[src/rtl/frac_tick_pkg.sv]
package frac_tick_pkg;

  // Strobes from control to datapath.
  typedef struct packed {
    logic advance;     // counter matched: add period to accumulator
    logic loadPeriod;  // load scaled measurement into period register
  } tickCtrl_t;

  // Whole cycles per tick, rounded, moved into the 16.16 integer field.
  function automatic logic [31:0] nominalPeriod(input int unsigned clkHz,
                                                input int unsigned tickHz);
    logic [31:0] whole;
    whole = 32'((clkHz + tickHz / 2) / tickHz);
    return whole << 16;
  endfunction

endpackage

[src/rtl/frac_tick_ctrl.sv]
module frac_tick_ctrl
  import frac_tick_pkg::*;
#(
  parameter int CNT_W = 16
) (
  input  logic             clk,
  input  logic             rstN,
  input  logic [CNT_W-1:0] cntIn,
  input  logic [CNT_W-1:0] cmpVal,
  input  logic             measValid,
  output tickCtrl_t        ctrl,
  output logic             tick
);

  logic matchNow;

  always_comb begin
    matchNow        = (cntIn == cmpVal);
    ctrl.advance    = matchNow;
    ctrl.loadPeriod = measValid;
  end

  always_ff @(posedge clk) begin
    if (!rstN) tick <= 1'b0;
    else       tick <= matchNow;
  end

  // a tick never lasts longer than one cycle
  a_r2_one_cycle: assert property (@(posedge clk) disable iff (!rstN)
    tick |=> !tick);

endmodule

[src/rtl/frac_tick_dp.sv]
module frac_tick_dp
  import frac_tick_pkg::*;
#(
  parameter int          CNT_W      = 16,
  parameter int          FRAC_W     = 16,
  parameter int          MEAS_W     = 24,
  parameter int unsigned RATIO      = 40,
  parameter logic [31:0] NOM_PERIOD = 32'd436928512
) (
  input  logic              clk,
  input  logic              rstN,
  input  tickCtrl_t         ctrl,
  input  logic [MEAS_W-1:0] measPeriod,
  output logic [CNT_W-1:0]  cmpVal
);

  localparam int ACC_W  = CNT_W + FRAC_W;
  localparam int PROD_W = MEAS_W + FRAC_W + 1;
  localparam logic [PROD_W-1:0] DIVISOR = PROD_W'(RATIO);
  localparam logic [PROD_W-1:0] HALF    = PROD_W'(RATIO / 2);
  localparam logic [ACC_W-1:0]  NOM_ACC = ACC_W'(NOM_PERIOD);

  logic [ACC_W-1:0]  periodReg;
  logic [ACC_W-1:0]  accReg;
  logic [ACC_W-1:0]  scaled;
  logic [PROD_W-1:0] numer;
  logic [PROD_W-1:0] quot;

  // Scale measured cycles by 2^FRAC_W / RATIO, round to nearest.
  always_comb begin
    numer = {1'b0, measPeriod, {FRAC_W{1'b0}}} + HALF;
    quot  = numer / DIVISOR;
  end

  generate
    if (PROD_W > ACC_W) begin : g_sat
      always_comb scaled = (|quot[PROD_W-1:ACC_W]) ? '1 : quot[ACC_W-1:0];
    end else begin : g_fit
      always_comb scaled = ACC_W'(quot);
    end
  endgenerate

  // Single-register period: a whole word is swapped in one edge.
  always_ff @(posedge clk) begin
    if (!rstN)                periodReg <= NOM_ACC;
    else if (ctrl.loadPeriod) periodReg <= scaled;
  end

  // Accumulator holds the pending compare point (origin 0 plus one period).
  always_ff @(posedge clk) begin
    if (!rstN)             accReg <= NOM_ACC;
    else if (ctrl.advance) accReg <= accReg + periodReg;
  end

  assign cmpVal = accReg[ACC_W-1:FRAC_W];

  // period only changes on a strobe
  a_r8_period_hold: assert property (@(posedge clk) disable iff (!rstN)
    !ctrl.loadPeriod |=> $stable(periodReg));

  // a pending compare is never moved between matches
  a_r5_cmp_hold: assert property (@(posedge clk) disable iff (!rstN)
    !ctrl.advance |=> $stable(cmpVal));

  // each advance steps the compare by the whole part of the period, or one more
  a_r3_cmp_step: assert property (@(posedge clk) disable iff (!rstN)
    ctrl.advance |=> (CNT_W'(cmpVal - $past(cmpVal)
                      - $past(periodReg[ACC_W-1:FRAC_W])) <= CNT_W'(1)));

endmodule

[src/rtl/frac_tick_gen.sv]
module frac_tick_gen
  import frac_tick_pkg::*;
#(
  parameter int unsigned CLK_HZ  = 16_000_000,
  parameter int unsigned TICK_HZ = 2400,
  parameter int unsigned REF_HZ  = 60,
  parameter int          CNT_W   = 16,
  parameter int          MEAS_W  = 24
) (
  input  logic              clk,
  input  logic              rstN,
  input  logic [CNT_W-1:0]  cntIn,
  input  logic [MEAS_W-1:0] measPeriod,
  input  logic              measValid,
  output logic              tick
);

  localparam int          FRAC_W = 16;
  localparam int unsigned RATIO  = TICK_HZ / REF_HZ;
  localparam logic [31:0] NOM    = nominalPeriod(CLK_HZ, TICK_HZ);

  tickCtrl_t        ctrl;
  logic [CNT_W-1:0] cmpVal;

  frac_tick_ctrl #(.CNT_W(CNT_W)) u_ctrl (
    .clk       (clk),
    .rstN      (rstN),
    .cntIn     (cntIn),
    .cmpVal    (cmpVal),
    .measValid (measValid),
    .ctrl      (ctrl),
    .tick      (tick)
  );

  frac_tick_dp #(
    .CNT_W      (CNT_W),
    .FRAC_W     (FRAC_W),
    .MEAS_W     (MEAS_W),
    .RATIO      (RATIO),
    .NOM_PERIOD (NOM)
  ) u_dp (
    .clk        (clk),
    .rstN       (rstN),
    .ctrl       (ctrl),
    .measPeriod (measPeriod),
    .cmpVal     (cmpVal)
  );

endmodule

[config.mk]
export PLATFORM = sky130hd
export DESIGN_NAME = frac_tick_gen
export DESIGN_NICKNAME = d
export VERILOG_FILES = /design/src/rtl/frac_tick_pkg.sv /design/src/rtl/frac_tick_ctrl.sv /design/src/rtl/frac_tick_dp.sv /design/src/rtl/frac_tick_gen.sv
export SDC_FILE = /design/constraint.sdc
export NUM_CORES = 1
export LEC_CHECK = 0
export BUFFER_PORTS_ARGS = -buffer_cell sky130_fd_sc_hd__buf_2
export CAP_MARGIN = 40
export CORE_ASPECT_RATIO = 0.7
export CORE_UTILIZATION = 60
export DETAILED_ROUTE_END_ITERATION = 12
export PLACE_DENSITY = 0.84
export SYNTH_ARGS = -nofsm -noshare
export SYNTH_HDL_FRONTEND = slang
export SYNTH_SLANG_ARGS = --single-unit
[constraint.sdc]
create_clock -name clk -period 33.5 [get_ports clk]
set_input_delay 10.05 -clock clk [delete_from_list [all_inputs] [get_ports clk]]
set_output_delay 10.05 -clock clk [all_outputs]
set_load 0.01 [all_outputs]
; ---- Yosys cells after proc, flatten, opt, wreduce, memory -nomap -nowiden
; Cells that the tools add are included.
[word_totals]
ff_bits = 65
input_bits = 43
out_inout_bits = 1
wordCells = 9
[op_classes]
n_addsub = 2
n_div = 1
eq_ne = 1
mux = 1
reduce_logical = 1
[ops]
columns = operator, count
row1 = 40-bit by 5-bit adder with 41-bit output (second input constant), 1
row2 = 41-bit by 6-bit divider with 41-bit output (second input constant), 1
row3 = 32-bit adder, 1
row4 = 32-bit 2-to-1 mux, 1
row5 = 16-bit equality test, 1
row6 = 9-bit OR reduction, 1

; ---- Logic depth before layout (Yosys ltp)
; Gate-level depths: netlist of the first run.
[logic_depth]
word_depth = 4
ltp_mapped = 96
mapped_depth_nobuf = 87

; ---- By module
; Synthesis of the first run repeated with hierarchy kept, for this count alone.
[hier_totals]
hier_cells = 1280
area_unflattened_um2 = 9476.6
[by_module_without_submodules]
columns = module, n_inst, cells_per_inst, area_per_inst_um2
row1 = frac_tick_dp, 1, 1255, 9257.6
row2 = frac_tick_ctrl, 1, 25, 219.0

; ---- Worst setup path before layout of the first run
; OpenSTA, ideal clock, no wires.
[synth_path]
path_kind = input port to flip-flop
startpoint = input measPeriod[22]
endpoint = register u_dp.periodReg[0]
setup_ns = 0.086
arrival_ns = 29.347
t_required_ns = 33.414
slack_ns = 4.067
path_stages = 90
n_path_buf = 5
cell_sequence = buf_4 -> or4b_4 -> a22oi_1 -> nor4_1 -> or4_1 -> buf_2 -> a311o_1 -> o22a_1 -> buf_6 -> nor3_2 -> o2111ai_2 -> a211oi_1 -> o311ai_1 -> a311oi_4 -> nor2_2 -> a31o_1 -> o211ai_2 -> mux2_2 -> (+54 left out) -> nor3_1 -> o221ai_4 -> ha_1 -> and2_1 -> inv_1 -> or4_1 -> o2bb2ai_1 -> and2_4 -> ha_1 -> nand2b_1 -> nand2_1 -> o21ai_1 -> inv_1 -> ha_1 -> nand2_1 -> nor3_1 -> nor4_1 -> a211oi_1
[synth_via]
elab_chain_len = 4
[synth_rtl]
columns = element, line
row1 = "start, declared", frac_tick_gen.sv:13  ; input logic [MEAS_W-1:0] measPeriod,
row2 = 40-bit by 5-bit adder with 41-bit output *, frac_tick_dp.sv:31  ; numer = {1'b0, measPeriod, {FRAC_W{1'b0}}} + HALF;
row3 = 41-bit by 6-bit divider with 41-bit output *, frac_tick_dp.sv:32  ; quot = numer / DIVISOR;
row4 = 9-bit OR reduction, frac_tick_dp.sv:37  ; always_comb scaled = (|quot[PROD_W-1:ACC_W]) ? '1 : quot[ACC_W-1:0];
row5 = 32-bit 2-to-1 mux *, frac_tick_dp.sv:37
row6 = "end signal, assigned", frac_tick_dp.sv:46  ; else if (ctrl.loadPeriod) periodReg <= scaled;
row7 = "end, declared", frac_tick_dp.sv:23  ; logic [ACC_W-1:0] periodReg;
; Every way passes the cells marked *; elsewhere a longest branch is shown, timed or not.
; A chain may end at the register's enable or synchronous reset.

; ---- Worst setup path after layout of the first run
[layout_path]
startpoint = input measPeriod[19]
endpoint = register u_dp.periodReg[0]
; The elaborated chain is that of the path after synthesis.

==> qor.txt, run 1 <==
=========================================================================================
Number of pins exceeding their max-slew limit in the final report                       0
Mean instance size in the synthesized netlist                                  7.669 um^2
Post-Route Skew                                                                  5.300 ps
Share of the yosys chip area belonging to registers                                0.1439
Post-route core utilization                                                        0.6487
DR pass1 iterations                                                                     9
CTS buffer count                                                                        9
Number of levels the H-tree was split into                                              3
# rows                                                                                 37
Worst-skew pair later-pin latency                                                  340 ps
Synthesis-stage register bit count                                                     65
Number of max-capacitance violations reported                                           0
Minimum clock period after layout                                                32030 ps
Global-route wire length before repair                                           39260 um
Overall routing resource usage                                                     0.2992
Clock slew seen by the registers of the worst setup and hold paths                  50 ps
Top cell by count, worst path                                                sky130_fd_sc_hd__ha_1
Post-detail-place hpwl                                                           17100 um
Max stage delay cell, worst path                                             sky130_fd_sc_hd__or4_1
Critical path launch point type                                              primary input
Average wire per cell in the routed design                                       16.96 um
Run status                                                                   finished, final reports clean
Biggest cell delay along the critical path                                         740 ps
Number of warning messages in the yosys log                                             0
Synth Cell Area                                                                 9041 um^2
Achievable Freq                                                                 31.22 MHz
Setup slack of the worst register-to-register path                               26900 ps
Iteration-0 DRC Markers                                                               912
Total of hold buffers inserted after clock tree synthesis                               0
Met1 layer usage reported by global route                                          0.4435
Timing endpoint of the critical path                                         u_dp.periodReg[0]
Crit path launch                                                             measPeriod[19]
Synth Instances                                                                      1179
Final RePlAce weighted congestion                                                   1.002
Number of distinct standard cells referenced by the synthesized netlist               126
Number of enable-type register cells in the synthesized netlist                         0
Layer with the highest usage after global routing                                    met1
Routed vias/inst                                                                    6.765
Routed wire length                                                               23270 um
Path type of the worst setup path                                            primary input to flip-flop
Worst r2r src                                                                u_dp.accReg[1]
Floorplan Core Area                                                            14720 um^2
Buffers from clock root to sink, at most                                                2
Final number of setup-violating endpoints                                               0
Initial Utilization                                                                0.6141
Post-synth net total                                                                 1269
Area grow syn2layout                                                               5.632%
Endpoint arrival time on the critical path                                       32280 ps
Post-layout instance count excluding filler cells                                    1372
Net count, final                                                                     1260
Required time of the critical path                                               33750 ps
Library cell used as clock root buffer                                       sky130_fd_sc_hd__clkbuf_16
Largest fanout on the critical path                                                    25
Antenna-violating nets left                                                             0
Top FF cell, synth                                                           sky130_fd_sc_hd__dfxtp_1
Die Y-Extent                                                                     104.7 um
Number of placed instances with taps included                                        1354
Initial antenna violation count                                                         3
TNS Setup                                                                            0 ps
Endpoint of the lowest-slack register-to-register path                       u_dp.accReg[31]
Met3 Use GR                                                                       0.04716
Maximum number of pins on one net before global-route repair                           47
Fraction of final layout cells with drive strength greater than 1                  0.1390
Met2 global-route usage                                                            0.4426
I/O Pins                                                                               44
TritonCTS clock tree                                                                built
Remaining global-route overflow                                                         0
Clk sinks                                                                              65
Slew of the pin with the lowest slew margin                                      861.5 ps
Kind of capture point of the worst setup path                                   flip-flop
Via total after detailed routing                                                     9281
Proportion of register bits with asynchronous set or reset after synthesis              0
DRC errors left                                                                         0
Worst slew slack as a fraction of its limit                                        0.4257
Width of the die                                                                 148.7 um
Vias in the first global route                                                       8308
Final Hold Slack                                                                 483.4 ps
Total die area                                                                 15570 um^2
IO buf count                                                                           43
Tightest Hold Check Type                                                     flip-flop to flip-flop
Crit share post-route                                                              0.9560
Hold Violations, Final                                                                  0
Number of cells on the worst reg-to-reg path                                           37
Most frequent cells in the layout                                            80 x sky130_fd_sc_hd__nand2_1, 80 x sky130_fd_sc_hd__a21oi_1, 67 x sky130_fd_sc_hd__nor2_1, 66 x sky130_fd_sc_hd__o21ai_0, 65 x sky130_fd_sc_hd__dfxtp_1
=========================================================================================
per-layer routing:
layer,share of wire,wire length [um]
met5,0,0
met1,0.48,11110
met2,0.43,9894
met4,0.016,378
met3,0.081,1887
sequential cells by signal (all words and copies together), names as in the netlist:
signal,count
u_ctrl.tick,1
u_dp.accReg,32
u_dp.periodReg,32
worst min-delay path by stage:
stage | cells after the start | slack [ps] | from | end
finish | 2 | 480 | u_dp.periodReg[19] | u_dp.periodReg[19]
global route | 1 | 500 | u_dp.periodReg[22] | u_dp.periodReg[22]
CTS | 2 | 490 | u_dp.periodReg[19] | u_dp.periodReg[19]
detailed placement | 2 | 470 | u_dp.periodReg[19] | u_dp.periodReg[19]
global placement | 2 | 460 | u_dp.periodReg[19] | u_dp.periodReg[19]
floorplan | 2 | 440 | u_dp.periodReg[19] | u_dp.periodReg[19]
critical path: cells and delay by family:
kind                     cells  cell delay [ps]
adder cells (fa/ha/maj)     12             4220
buffers and inverters       12             1410
AO/OA/AOI/OAI               28             8120
multiplexers                 1              110
XOR/XNOR                     1              260
AND/OR/NAND/NOR             34             8050
cell families (layout without fill, tap and decap cells):
kind of cell / after synthesis / after routing / share of synthesized area
simple gates: 395 / 395 / 0.2384
fa+ha+maj: 49 / 49 / 0.06809
xor+xnor: 55 / 55 / 0.05411
other cells: 0 / 4 / 0
compound gates: 447 / 447 / 0.3838
flops: 65 / 65 / 0.1439
mux: 40 / 40 / 0.04484
buf+inv: 128 / 122 / 0.06684
through the flow:
stage	cell area [um^2]	setup WS (ps)
after floorplan	9041	4067
after global placement	9165	1641
after detailed placement	9185	531.5
after CTS	9470	791.2
after global routing	9548	-111.4
final	9550	1474
final cells by class:
type | count | area [um^2]
fill | 1248 | 5171
antenna | 4 | 10.01
timing repair buffer | 50 | 280.3
multi-input combinational | 986 | 7212
tap | 195 | 244.0
sequential | 65 | 1301
clock buffer | 11 | 242.7
inverter | 58 | 217.7
clock inverter | 3 | 42.54
synthesized netlist by cell type (10+ instances only):
cell type,n,area share
sky130_fd_sc_hd__o21bai_1,16,0.013
sky130_fd_sc_hd__buf_2,16,0.0089
sky130_fd_sc_hd__nand3_1,30,0.017
sky130_fd_sc_hd__o211ai_1,20,0.017
sky130_fd_sc_hd__a211oi_1,21,0.017
sky130_fd_sc_hd__mux2i_1,36,0.040
sky130_fd_sc_hd__nand2b_1,18,0.012
sky130_fd_sc_hd__inv_1,50,0.021
sky130_fd_sc_hd__o21ai_1,18,0.010
sky130_fd_sc_hd__o22ai_1,15,0.010
sky130_fd_sc_hd__nand2_1,80,0.033
sky130_fd_sc_hd__buf_4,16,0.013
sky130_fd_sc_hd__nor2b_1,31,0.021
sky130_fd_sc_hd__xor2_1,15,0.015
sky130_fd_sc_hd__clkbuf_1,31,0.013
sky130_fd_sc_hd__nand4_1,11,0.0076
sky130_fd_sc_hd__nor2_1,69,0.029
sky130_fd_sc_hd__and2_1,20,0.014
sky130_fd_sc_hd__dfxtp_1,65,0.14
sky130_fd_sc_hd__o21ai_0,66,0.037
sky130_fd_sc_hd__a21o_1,21,0.017
sky130_fd_sc_hd__a31oi_1,12,0.0083
sky130_fd_sc_hd__xnor2_1,39,0.038
sky130_fd_sc_hd__nor4_1,17,0.012
sky130_fd_sc_hd__a21oi_1,81,0.045
sky130_fd_sc_hd__nor3_1,40,0.022
sky130_fd_sc_hd__ha_1,46,0.064
sky130_fd_sc_hd__o21a_1,10,0.0083
timing repair:
| action | in CTS | in global routing |
|---|---|---|
| setup endpoints to repair | 0 | 3 |
| setup buffers | 0 | 0 |
| gates resized for setup | 0 | 15 |
Power of run 1 is left out: the tool's default activity adds up to more than one toggle a clock period on the data nets, which glitch-free logic cannot reach.
==> run 2, diff against run 1 <==
--- a/config.mk
+++ b/config.mk
@@ -7,8 +7,10 @@
 export LEC_CHECK = 0
 export BUFFER_PORTS_ARGS = -buffer_cell sky130_fd_sc_hd__buf_2
 export CAP_MARGIN = 40
+export CELL_PAD_IN_SITES_DETAIL_PLACEMENT = 0
+export CELL_PAD_IN_SITES_GLOBAL_PLACEMENT = 1
 export CORE_ASPECT_RATIO = 0.7
-export CORE_UTILIZATION = 60
+export CORE_UTILIZATION = 45
 export DETAILED_ROUTE_END_ITERATION = 12
 export PLACE_DENSITY = 0.84
 export SYNTH_ARGS = -nofsm -noshare
==> qor.txt, run 2 (synthesis gave the netlist of run 1 again) <==
=================================================================================
Final RePlAce weighted congestion                                          0.9150   -8.6%
Number of cells on the worst reg-to-reg path                                   37   unchanged
Largest fanout on the critical path                                            24   -4.0%
Crit path launch                                                     measPeriod[23]
DRC errors left                                                                 0   unchanged
Initial Utilization                                                        0.4688   -0.1453
Max stage delay cell, worst path                                     sky130_fd_sc_hd__or4_1
Slew of the pin with the lowest slew margin                              843.1 ps   -18.41 ps
TritonCTS clock tree                                                        built
Vias in the first global route                                               8111   -2.4%
Minimum clock period after layout                                        31600 ps   -429.9 ps
Post-Route Skew                                                          4.100 ps   -1.200 ps
I/O Pins                                                                       44   unchanged
Maximum number of pins on one net before global-route repair                   39   -17%
Number of max-capacitance violations reported                                   0   unchanged
Net count, final                                                             1263   +0.24%
Initial antenna violation count                                                 0   -3
Remaining global-route overflow                                                 0   unchanged
Floorplan Core Area                                                    19290 um^2   +31%
Antenna-violating nets left                                                     0   unchanged
Endpoint arrival time on the critical path                               31850 ps   -430 ps
Timing endpoint of the critical path                                 u_dp.periodReg[0]
Buffers from clock root to sink, at most                                        2   unchanged
DR pass1 iterations                                                             5   -4
Clk sinks                                                                      65   unchanged
Number of pins exceeding their max-slew limit in the final report               0   unchanged
Worst Setup Slack post-DPL                                               916.7 ps   +385.2 ps
Width of the die                                                         171.4 um   +15%
Most frequent cells in the layout                                    81 x sky130_fd_sc_hd__a21oi_1, 80 x sky130_fd_sc_hd__nand2_1, 67 x sky130_fd_sc_hd__nor2_1, 66 x sky130_fd_sc_hd__o21ai_0, 65 x sky130_fd_sc_hd__dfxtp_1
IO buf count                                                                   43   unchanged
Area grow syn2layout                                                       7.335%
Number of levels the H-tree was split into                                      3   unchanged
Tightest Hold Check Type                                             flip-flop to flip-flop
Fillcell total                                                               1866   +50%
Iteration-0 DRC Markers                                                       969   +6.3%
Die Y-Extent                                                             120.6 um   +15%
Clock slew seen by the registers of the worst setup and hold paths          50 ps   about the same
Worst-skew pair later-pin latency                                          340 ps   about the same
Largest registers in the final layout                                u_dp.accReg (32), u_dp.periodReg (32), u_ctrl.tick (1)
Overall routing resource usage                                             0.2375   -0.06169
Most common cell after layout, fill and taps aside                   sky130_fd_sc_hd__a21oi_1
Sequential cell area                                                    1301 um^2   unchanged
Total die area                                                         20670 um^2   +33%
Global-route wire length before repair                                   40810 um   +3.9%
Average wire per cell in the routed design                               16.90 um   -0.35%
Unrepaired setup endpoints after global routing                                no
Footprint of the multi-input gates                                      7197 um^2   -0.21%
Biggest cell delay along the critical path                                 700 ps   -40 ps
Top cell by count, worst path                                        sky130_fd_sc_hd__ha_1
Hold Violations, Final                                                          0   unchanged
Run status                                                           finished, final reports clean
Final setup margin                                                        1903 ps   +429.9 ps
Worst r2r src                                                        u_dp.accReg[1]
Library cell used as clock root buffer                               sky130_fd_sc_hd__clkbuf_16
Routed wire length                                                       24390 um   +4.8%
Stages on the worst setup path                                                 90   +2.3%
Endpoint of the lowest-slack register-to-register path               u_dp.accReg[31]
Fraction of final layout cells with drive strength greater than 1          0.1384   -0.0005898
Gate family responsible for the most delay along the worst path      compound AO/OA/AOI/OAI gates
# rows                                                                         42   +14%
Via total after detailed routing                                             9108   -1.9%
Critical path launch point type                                      primary input
Setup slack of the worst register-to-register path                       26850 ps   -50 ps
Worst slew slack as a fraction of its limit                                0.4328   +0.007093
Final number of setup-violating endpoints                                       0   unchanged
Path type of the worst setup path                                    primary input to flip-flop
Routed vias/inst                                                            6.312   -6.7%
Post-detail-place hpwl                                                   18050 um   +5.6%
CTS buffer count                                                                9   unchanged
Kind of capture point of the worst setup path                           flip-flop
Crit share post-route                                                      0.9432   -0.01283
Required time of the critical path                                       33750 ps   about the same
TNS Setup                                                                    0 ps   unchanged
Count of buffer and inverter cells on the critical path                        15   +3
Total of hold buffers inserted after clock tree synthesis                       0   unchanged
Achievable Freq                                                         31.65 MHz   +1.4%
=================================================================================
-- run 2: through the flow --
| stage | util | std cells | hold WS [ps] | area, um^2 |
|---|---|---|---|---|
| floorplan | - | 1179 | 437.9 | 9041 |
| global placement | 0.4801 | 1423 | 467.6 | 9259 |
| detailed placement | 0.4815 | 1424 | 476.1 | 9286 |
| CTS | 0.4994 | 1440 | 487.5 | 9632 |
| global route | 0.5030 | 1442 | 502.8 | 9702 |
| finish | 0.5032 | 1443 | 485.7 | 9704 |
-- run 2: area by class of cell --
class                   count  share of cell area
diodes                      1           0.0002579
inverters                  58             0.02243
repair buffers             53             0.03198
multi-input cells         986              0.7416
well taps                 264             0.03404
flip-flops and latches     65              0.1341
clock inverters             4             0.01019
clock buffers              12             0.02540
-- run 2: repair_timing --
item / 4_1_cts / 5_1_grt
resized for setup: 0 / 11
setup buffers: 0 / 2
endpoints found under the hold margin: 0 / 0
setup endpoints to repair: 0 / 3
-- run 2: tightest hold or removal path: stages (launching register included) --
cell	delay, ps
sky130_fd_sc_hd__dfxtp_1	330
sky130_fd_sc_hd__o21ai_0	70
sky130_fd_sc_hd__nand2_1	60
-- run 2: how the worst min path moves through the flow --
| stage | from | slack, ps | end | cells past startpoint |
|---|---|---|---|---|
| global placement | u_dp.periodReg[19] | 470 | u_dp.periodReg[19] | 2 |
| floorplan | u_dp.periodReg[19] | 440 | u_dp.periodReg[19] | 2 |
| global route | u_dp.periodReg[30] | 500 | u_dp.periodReg[30] | 1 |
| CTS | u_dp.periodReg[25] | 490 | u_dp.periodReg[25] | 2 |
| finish | u_dp.periodReg[28] | 490 | u_dp.periodReg[28] | 2 |
| detailed placement | u_dp.periodReg[25] | 480 | u_dp.periodReg[25] | 2 |
-- run 2: metal layers --
metal | track usage | routed length [um]
met1 | 0.3818 | 13040
met3 | 0.03470 | 1455
met2 | 0.3262 | 9697
met5 | 0 | 0
met4 | 0.03962 | 195
Power of run 2 is left out for the same reason.
